**src/rtl/cmc_pkg.sv**
```systemverilog
package cmc_pkg;
    localparam int unsigned SAMPLE_W   = 12;
    localparam int unsigned LEAD_ZEROS = 4;
    localparam int unsigned FRAME_W    = SAMPLE_W + LEAD_ZEROS;
    localparam int unsigned CNT_W      = $clog2(FRAME_W + 1);
    localparam int unsigned TRACK_AT   = 14;

    typedef enum logic {
        MODE_PIN    = 1'b0,
        MODE_SERIAL = 1'b1
    } mode_e;

    function automatic logic [FRAME_W-1:0] make_frame(input logic [SAMPLE_W-1:0] s);
        return {{LEAD_ZEROS{1'b0}}, s};
    endfunction
endpackage

```
**src/rtl/cmc_sync.sv**
```systemverilog
module cmc_sync #(
    parameter int unsigned N = 3,
    parameter logic [N-1:0] RESET_VAL = '0
) (
    input  logic         clk,
    input  logic         rst,
    input  logic [N-1:0] async_in,
    output logic [N-1:0] lvl,
    output logic [N-1:0] chg
);
    for (genvar i = 0; i < N; i++) begin : g_pin
        logic s1, s2, s3;
        always_ff @(posedge clk) begin
            if (rst) begin
                s1 <= RESET_VAL[i];
                s2 <= RESET_VAL[i];
                s3 <= RESET_VAL[i];
            end else begin
                s1 <= async_in[i];
                s2 <= s1;
                s3 <= s2;
            end
        end
        assign lvl[i] = s2;
        assign chg[i] = s2 ^ s3;
    end
endmodule

```
**src/rtl/cmc_conv_timer.sv**
```systemverilog
module cmc_conv_timer #(
    parameter int unsigned CONV_CYCLES = 413
) (
    input  logic clk,
    input  logic rst,
    input  logic start,
    input  logic abort,
    output logic busy,
    output logic done
);
    localparam int unsigned TW = $clog2(CONV_CYCLES + 1);
    logic [TW-1:0] cnt;

    always_ff @(posedge clk) begin
        if (rst) begin
            busy <= 1'b0;
            done <= 1'b0;
            cnt  <= '0;
        end else begin
            done <= 1'b0;
            if (abort) begin
                busy <= 1'b0;
            end else if (start && !busy) begin
                busy <= 1'b1;
                cnt  <= TW'(CONV_CYCLES - 1);
            end else if (busy) begin
                if (cnt == '0) begin
                    busy <= 1'b0;
                    done <= 1'b1;
                end else begin
                    cnt <= cnt - 1'b1;
                end
            end
        end
    end

    // an abort always ends the conversion without a result
    assert_abort_no_done_R3: assert property (@(posedge clk) disable iff (rst)
        abort |=> (!busy && !done));
endmodule

```
**src/rtl/cmc_shifter.sv**
```systemverilog
module cmc_shifter
    import cmc_pkg::*;
(
    input  logic               clk,
    input  logic               rst,
    input  logic               load,
    input  logic [FRAME_W-1:0] load_word,
    input  logic               shift,
    input  logic               stop,
    output logic               sdata,
    output logic               oe,
    output logic [CNT_W-1:0]   fall_cnt
);
    logic [FRAME_W-1:0] sh;

    always_ff @(posedge clk) begin
        if (rst) begin
            sh       <= '0;
            oe       <= 1'b0;
            fall_cnt <= '0;
        end else if (load) begin
            sh       <= load_word;
            oe       <= 1'b1;
            fall_cnt <= '0;
        end else if (stop) begin
            oe <= 1'b0;
        end else if (shift && oe) begin
            sh       <= {sh[FRAME_W-2:0], 1'b0};
            fall_cnt <= fall_cnt + 1'b1;
            if (fall_cnt == CNT_W'(FRAME_W - 1)) oe <= 1'b0;
        end
    end

    assign sdata = sh[FRAME_W-1];

    // the last falling edge of a frame disables the output
    assert_oe_done_R7: assert property (@(posedge clk) disable iff (rst)
        (oe && shift && !load && !stop && fall_cnt == CNT_W'(FRAME_W - 1)) |=> !oe);
endmodule

```
**src/rtl/conv_mode_ctrl.sv**
```systemverilog
module conv_mode_ctrl
    import cmc_pkg::*;
#(
    parameter int unsigned CONV_CYCLES = 413
) (
    input  logic                clk,
    input  logic                rst,
    input  logic                start_n,
    input  logic                sel_n,
    input  logic                ser_clk,
    input  logic [SAMPLE_W-1:0] sample_in,
    output logic                hold_out,
    output logic                dout,
    output logic                dout_en,
    output logic                busy,
    output logic                serial_mode,
    output logic                pd_ok
);
    // synchronised pins: [2]=start_n, [1]=ser_clk, [0]=sel_n
    logic [2:0] s_lvl, s_chg;
    cmc_sync #(.N(3), .RESET_VAL(3'b101)) u_sync (
        .clk(clk), .rst(rst),
        .async_in({start_n, ser_clk, sel_n}),
        .lvl(s_lvl), .chg(s_chg)
    );

    logic start_low, start_fall, clk_edge, clk_fall, sel_low, sel_fall, sel_rise;
    assign start_low  = ~s_lvl[2];
    assign start_fall = s_chg[2] & ~s_lvl[2];
    assign clk_edge   = s_chg[1];
    assign clk_fall   = s_chg[1] & ~s_lvl[1];
    assign sel_low    = ~s_lvl[0];
    assign sel_fall   = s_chg[0] & ~s_lvl[0];
    assign sel_rise   = s_chg[0] & s_lvl[0];

    mode_e               mode;
    logic                edge_seen, hold_ser, conv_done, abort_pin, start_pin;
    logic [SAMPLE_W-1:0] result;
    logic [CNT_W-1:0]    fall_cnt;
    logic                sh_data;

    assign start_pin = (mode == MODE_PIN) && start_fall;
    assign abort_pin = (mode == MODE_PIN) && busy && start_low && clk_edge;

    cmc_conv_timer #(.CONV_CYCLES(CONV_CYCLES)) u_timer (
        .clk(clk), .rst(rst), .start(start_pin), .abort(abort_pin),
        .busy(busy), .done(conv_done)
    );

    cmc_shifter u_shift (
        .clk(clk), .rst(rst),
        .load(sel_fall),
        .load_word((mode == MODE_SERIAL) ? make_frame(sample_in) : make_frame(result)),
        .shift(clk_fall && sel_low),
        .stop(sel_rise),
        .sdata(sh_data), .oe(dout_en), .fall_cnt(fall_cnt)
    );

    // mode tracking from host behaviour
    always_ff @(posedge clk) begin
        if (rst) begin
            mode      <= MODE_PIN;
            edge_seen <= 1'b0;
        end else if (abort_pin) begin
            mode      <= MODE_SERIAL;
            edge_seen <= 1'b0;
        end else if (mode == MODE_SERIAL) begin
            if (sel_fall)                 edge_seen <= 1'b0;
            else if (sel_low && clk_edge) edge_seen <= 1'b1;
            if (sel_rise && !edge_seen)   mode <= MODE_PIN;
        end
    end

    // serial-mode track/hold
    always_ff @(posedge clk) begin
        if (rst) begin
            hold_ser <= 1'b0;
        end else if (mode != MODE_SERIAL || sel_rise) begin
            hold_ser <= 1'b0;
        end else if (sel_fall) begin
            hold_ser <= 1'b1;
        end else if (clk_fall && sel_low && dout_en && fall_cnt == CNT_W'(TRACK_AT - 1)) begin
            hold_ser <= 1'b0;
        end
    end

    always_ff @(posedge clk) begin
        if (rst)            result <= '0;
        else if (conv_done) result <= sample_in;
    end

    assign serial_mode = (mode == MODE_SERIAL);
    assign hold_out    = serial_mode ? hold_ser : busy;
    assign dout        = dout_en & sh_data;
    assign pd_ok       = serial_mode && !sel_low && !dout_en;

    // reset state
    assert_reset_state_R1: assert property (@(posedge clk)
        rst |=> (!serial_mode && !dout_en && !busy));
    // power-down permission only in mode 1
    assert_pd_serial_R11: assert property (@(posedge clk) disable iff (rst)
        pd_ok |-> serial_mode);
    // clock edge during a mode 0 conversion
    assert_abort_switch_R3: assert property (@(posedge clk) disable iff (rst)
        (!serial_mode && busy && start_low && clk_edge) |=> (serial_mode && !busy));
    // no conversion is ever busy in mode 1
    assert_no_busy_serial_R12: assert property (@(posedge clk) disable iff (rst)
        serial_mode |-> !busy);
    // select rise closes the output and releases hold
    assert_sel_rise_R8: assert property (@(posedge clk) disable iff (rst)
        (sel_rise && serial_mode) |=> (!dout_en && !hold_out));
    // clocked select period keeps mode 1
    assert_stay_serial_R10: assert property (@(posedge clk) disable iff (rst)
        (serial_mode && sel_rise && edge_seen) |=> serial_mode);
endmodule

```
**config.mk**
```make
export PLATFORM = sky130hd
export DESIGN_NAME = conv_mode_ctrl
export DESIGN_NICKNAME = d
export VERILOG_FILES = /design/src/rtl/cmc_pkg.sv /design/src/rtl/cmc_sync.sv /design/src/rtl/cmc_conv_timer.sv /design/src/rtl/cmc_shifter.sv /design/src/rtl/conv_mode_ctrl.sv
export SDC_FILE = /design/constraint.sdc
export NUM_CORES = 1
export LEC_CHECK = 0
export BUFFER_PORTS_ARGS = -buffer_cell sky130_fd_sc_hd__buf_2
export CAP_MARGIN = 5
export CELL_PAD_IN_SITES_DETAIL_PLACEMENT = 1
export CELL_PAD_IN_SITES_GLOBAL_PLACEMENT = 1
export CORE_MARGIN = 1.5
export CORE_UTILIZATION = 45
export DETAILED_ROUTE_END_ITERATION = 10
export PLACE_DENSITY = 0.75
export REMOVE_ABC_BUFFERS = 1
export SLEW_MARGIN = 15
export SYNTH_ARGS = -nofsm -noshare
export SYNTH_HDL_FRONTEND = slang
export SYNTH_SLANG_ARGS = --single-unit
```
**constraint.sdc**
```tcl
create_clock -name clk -period 1.89 [get_ports clk]
set_clock_uncertainty 0.15 [all_clocks]
set_input_delay 0.189 -clock clk [delete_from_list [all_inputs] [get_ports clk]]
set_output_delay 0.189 -clock clk [all_outputs]
set_load 0.01 [all_outputs]
```
==> implementation parameters <==
Parameter                              Value

Finish
  Register Area    1142 um2
  Area of the multi-input gates    1314 um2
  Final Instance Area    3236 um2
  Fraction of layout instances using a drive strength above 1    25.38%
  Nets    347
  Area delta synth->final    27.58%
  Number of diodes added for antenna fixing    0
  Final-layout fill cell count    647

Synthesis
  Dominant cell type by area after synthesis    dfxtp_1
  Most instantiated library cell after synthesis    dfxtp_1
  Area of the mapped netlist    2536 um2
  Primary flip-flop cell chosen by synthesis mapping    dfxtp_1
  Fraction of synthesis flops using an asynchronous set or reset pin    0%
  Commonest cells in the netlist    dfxtp_1 (57), nand2_1 (31), nor2_1 (27)
  Warning count from the yosys run    0
  Count of flip-flops with a built-in enable after synthesis    0
  Count of cell types in the netlist    50
  Synthesis-stage register bit count    57
  Cell types with the largest area share after synthesis    dfxtp_1 (45%), mux2i_1 (9.5%), nand2_1 (4.6%), nor2_1 (4.0%), a21oi_1 (3.9%)
  Post-synth top area share    44.99%
  Cells after synthesis    268
  Synthesized area per cell    9.463 um2
  Seq/Total Area, Yosys    44.99%

Die
  Initial core utilization    46.34%
  Top Ports    23
  Die area    6096 um2
  Horizontal die dimension    78.08 um
  Area of the core    5473 um2
  Number of rows in the core area    27
  Y dimension of the die    78.08 um

Worst setup path
  Type of destination of the critical path    flop
  Sort of element at the start of the critical path    flop
  Cell-by-cell listing of the critical path    inv_1 -> ha_1 -> nor3b_4 -> a31oi_4 -> buf_4 -> a211oi_2 -> a311oi_1
  Arrival time worst endpoint    1920 ps
  Critical-path cell with the highest stage delay    dfxtp_1
  Reg2Reg Depth    7
  Highest cell delay on the worst timing path    350 ps
  Critical path type    flop to flop
  Highest net fanout along the worst path    5
  Endpoint required time on the critical path    1970 ps

GRT
  Vias in the first global route    2,137
  GRT Util Overall    22.13%
  Antenna violations before repair    0
  Wire length of the first global-routing pass    10,260 um
  GR Overflow Total    0
  Pin count of the biggest net entering global routing    25

Clock tree
  H-tree lvl count    3
  TritonCTS clock tree    built
  Maximum number of buffers from clock root to sink    2
  Clock insertion delay at the later pin of the skew report    340 ps
  Clock edge transition at the registers on the reported setup and hold paths    60 ps
  Sink Count    57
  Clock buffer count from CTS    9
  Root cell of the clock tree    clkbuf_8

Timing
  Worst Tran Pin Value    530.5 ps
  Hold violation count in the final report    0
  Count of final max-slew check failures    0
  Period utilization    97.56%
  Post-route minimum period    1844 ps
  Max Clock Freq    542.3 MHz
  Total setup violations reported at the end of the flow    0
  Slew headroom    64.14%
  Worst hold margin    120.1 ps

Hold path
  Number of stages on the worst hold path    2
  HP Class    primary input to flop

Drt
  Routed wire length    6315 um
  1st-pass router iterations    4
  Number of design-rule violations left by the first detailed-router iteration    98
  Post-route antenna net violation count    0
  Routed vias/inst    5.388
  Routed WL per cell    15.83 um
  DR DRC count    0
  Total vias in the final route    2,150

Placement
  RePlAce Congestion    0.7506
  Sum of net half-perimeters after detailed placement    3941 um
  Area after detailed placement    2816 um2
  Count of buffers from port buffering    22

Pwr
  Power after layout    2.685 mW
  Static Leak    1.214 nW
  Max VDD drop    0.5592 mV
  Power Dens Cells    829.9 nW/um2

Job
  Maximum Capacitance Violations    0

Status
  Outcome    completed
state kept, by name (all words and copies together), names as in the netlist:
signal            count
edge_seen             1
hold_ser              1
result               12
serial_mode           1
u_shift.fall_cnt      5
u_shift.oe            1
u_shift.sh           16
u_sync.g_pin.s1       3
u_sync.g_pin.s2       3
u_sync.g_pin.s3       3
u_timer.busy          1
u_timer.cnt           9
u_timer.done          1
final timing paths:
kind	start	to	slack [ps]
worst max register to register	u_timer.cnt[1]	u_timer.cnt[4]	50
worst min-delay path	rst	u_shift.oe	120
worst max-delay path	u_timer.cnt[1]	u_timer.cnt[4]	50
worst min register to register	u_sync.g_pin[2].s1	u_sync.g_pin[2].s2	290
layout make-up:
type,count,area share [%]
Inverter,10,1.160
Timing Repair Buffer,61,14.11
Sequential cell,57,35.31
Clock inverter,3,1.237
Tap cell,72,2.784
Multi-Input combinational cell,184,40.60
Clock buffer,12,4.795
critical path, delay by kind of cell (launching register included):
| family | cells | cell delay (ps) |
|---|---|---|
| compound gates | 3 | 610 |
| fa+ha+maj | 1 | 210 |
| buf+inv | 2 | 250 |
| flops | 1 | 350 |
| simple gates | 1 | 170 |
layout by cell type (no fill, tap or decap), drive strengths merged, types with 2 or more instances in the layout:
cell type and count:
nor2b 2, clkbuf 12, o211ai 11, clkinv 2
a31oi 2, or4 2, a211oi 3, nand2 31
a2111oi 3, ha 7, inv 10, nand3b 6
mux2 3, mux2i 24, buf 46, dlygate4sd3 15
dfxtp 57, a21oi 20, nor3b 2, or2 5
nor2 28, nand3 2, xor2 2, a311oi 4
o21ai 3, nor4 2, nor4b 3, nor3 6
logic make-up after synthesis:
logic type / count (synthesis) / synth area share [%]
AND/OR/NAND/NOR: 94 / 19.83
flip-flops: 57 / 44.99
AO/OA/AOI/OAI: 53 / 14.85
buffers and inverters: 27 / 5.032
multiplexers: 27 / 10.80
adder cells (fa/ha/maj): 7 / 3.453
XOR/XNOR: 3 / 1.036
stage by stage:
step | worst slack (ps) | instances | utilization (%) | TNS, ps
final | 46.11 | 399 | 59.12 | 0
after floorplan | -286.0 | 251 | - | -1522
after detailed placement | 22.81 | 366 | 51.46 | 0
after CTS | 29.57 | 396 | 58.02 | 0
after global routing | -93.63 | 399 | 59.12 | -151.5
after global placement | 95.33 | 366 | 51.46 | 0
report_power, final:
| group | switching, mW | total [mW] | internal [mW] |
|---|---|---|---|
| clock | 0.481 | 1.15 | 0.669 |
| sequential | 0.0281 | 1.26 | 1.23 |
| combinational | 0.138 | 0.277 | 0.139 |
timing repair:
action / in CTS / in global routing
buffers inserted: 0 / 3
endpoints found under the hold margin: 15 / 0
setup endpoints to repair: 2 / 6
hold buffers: 15 / 0
pin swaps: 0 / 1
gates resized for setup: 2 / 7
metal layers:
layer / wire length [um] / track usage [%] / part of all wire (%)
met5: 0 / 0 / 0
met4: 123 / 11.79 / 1.9
met3: 131 / 4.651 / 2.1
met2: 3265 / 37.39 / 52
met1: 2794 / 26.32 / 44
No activity file was read; power rests on OpenSTA's default activity.
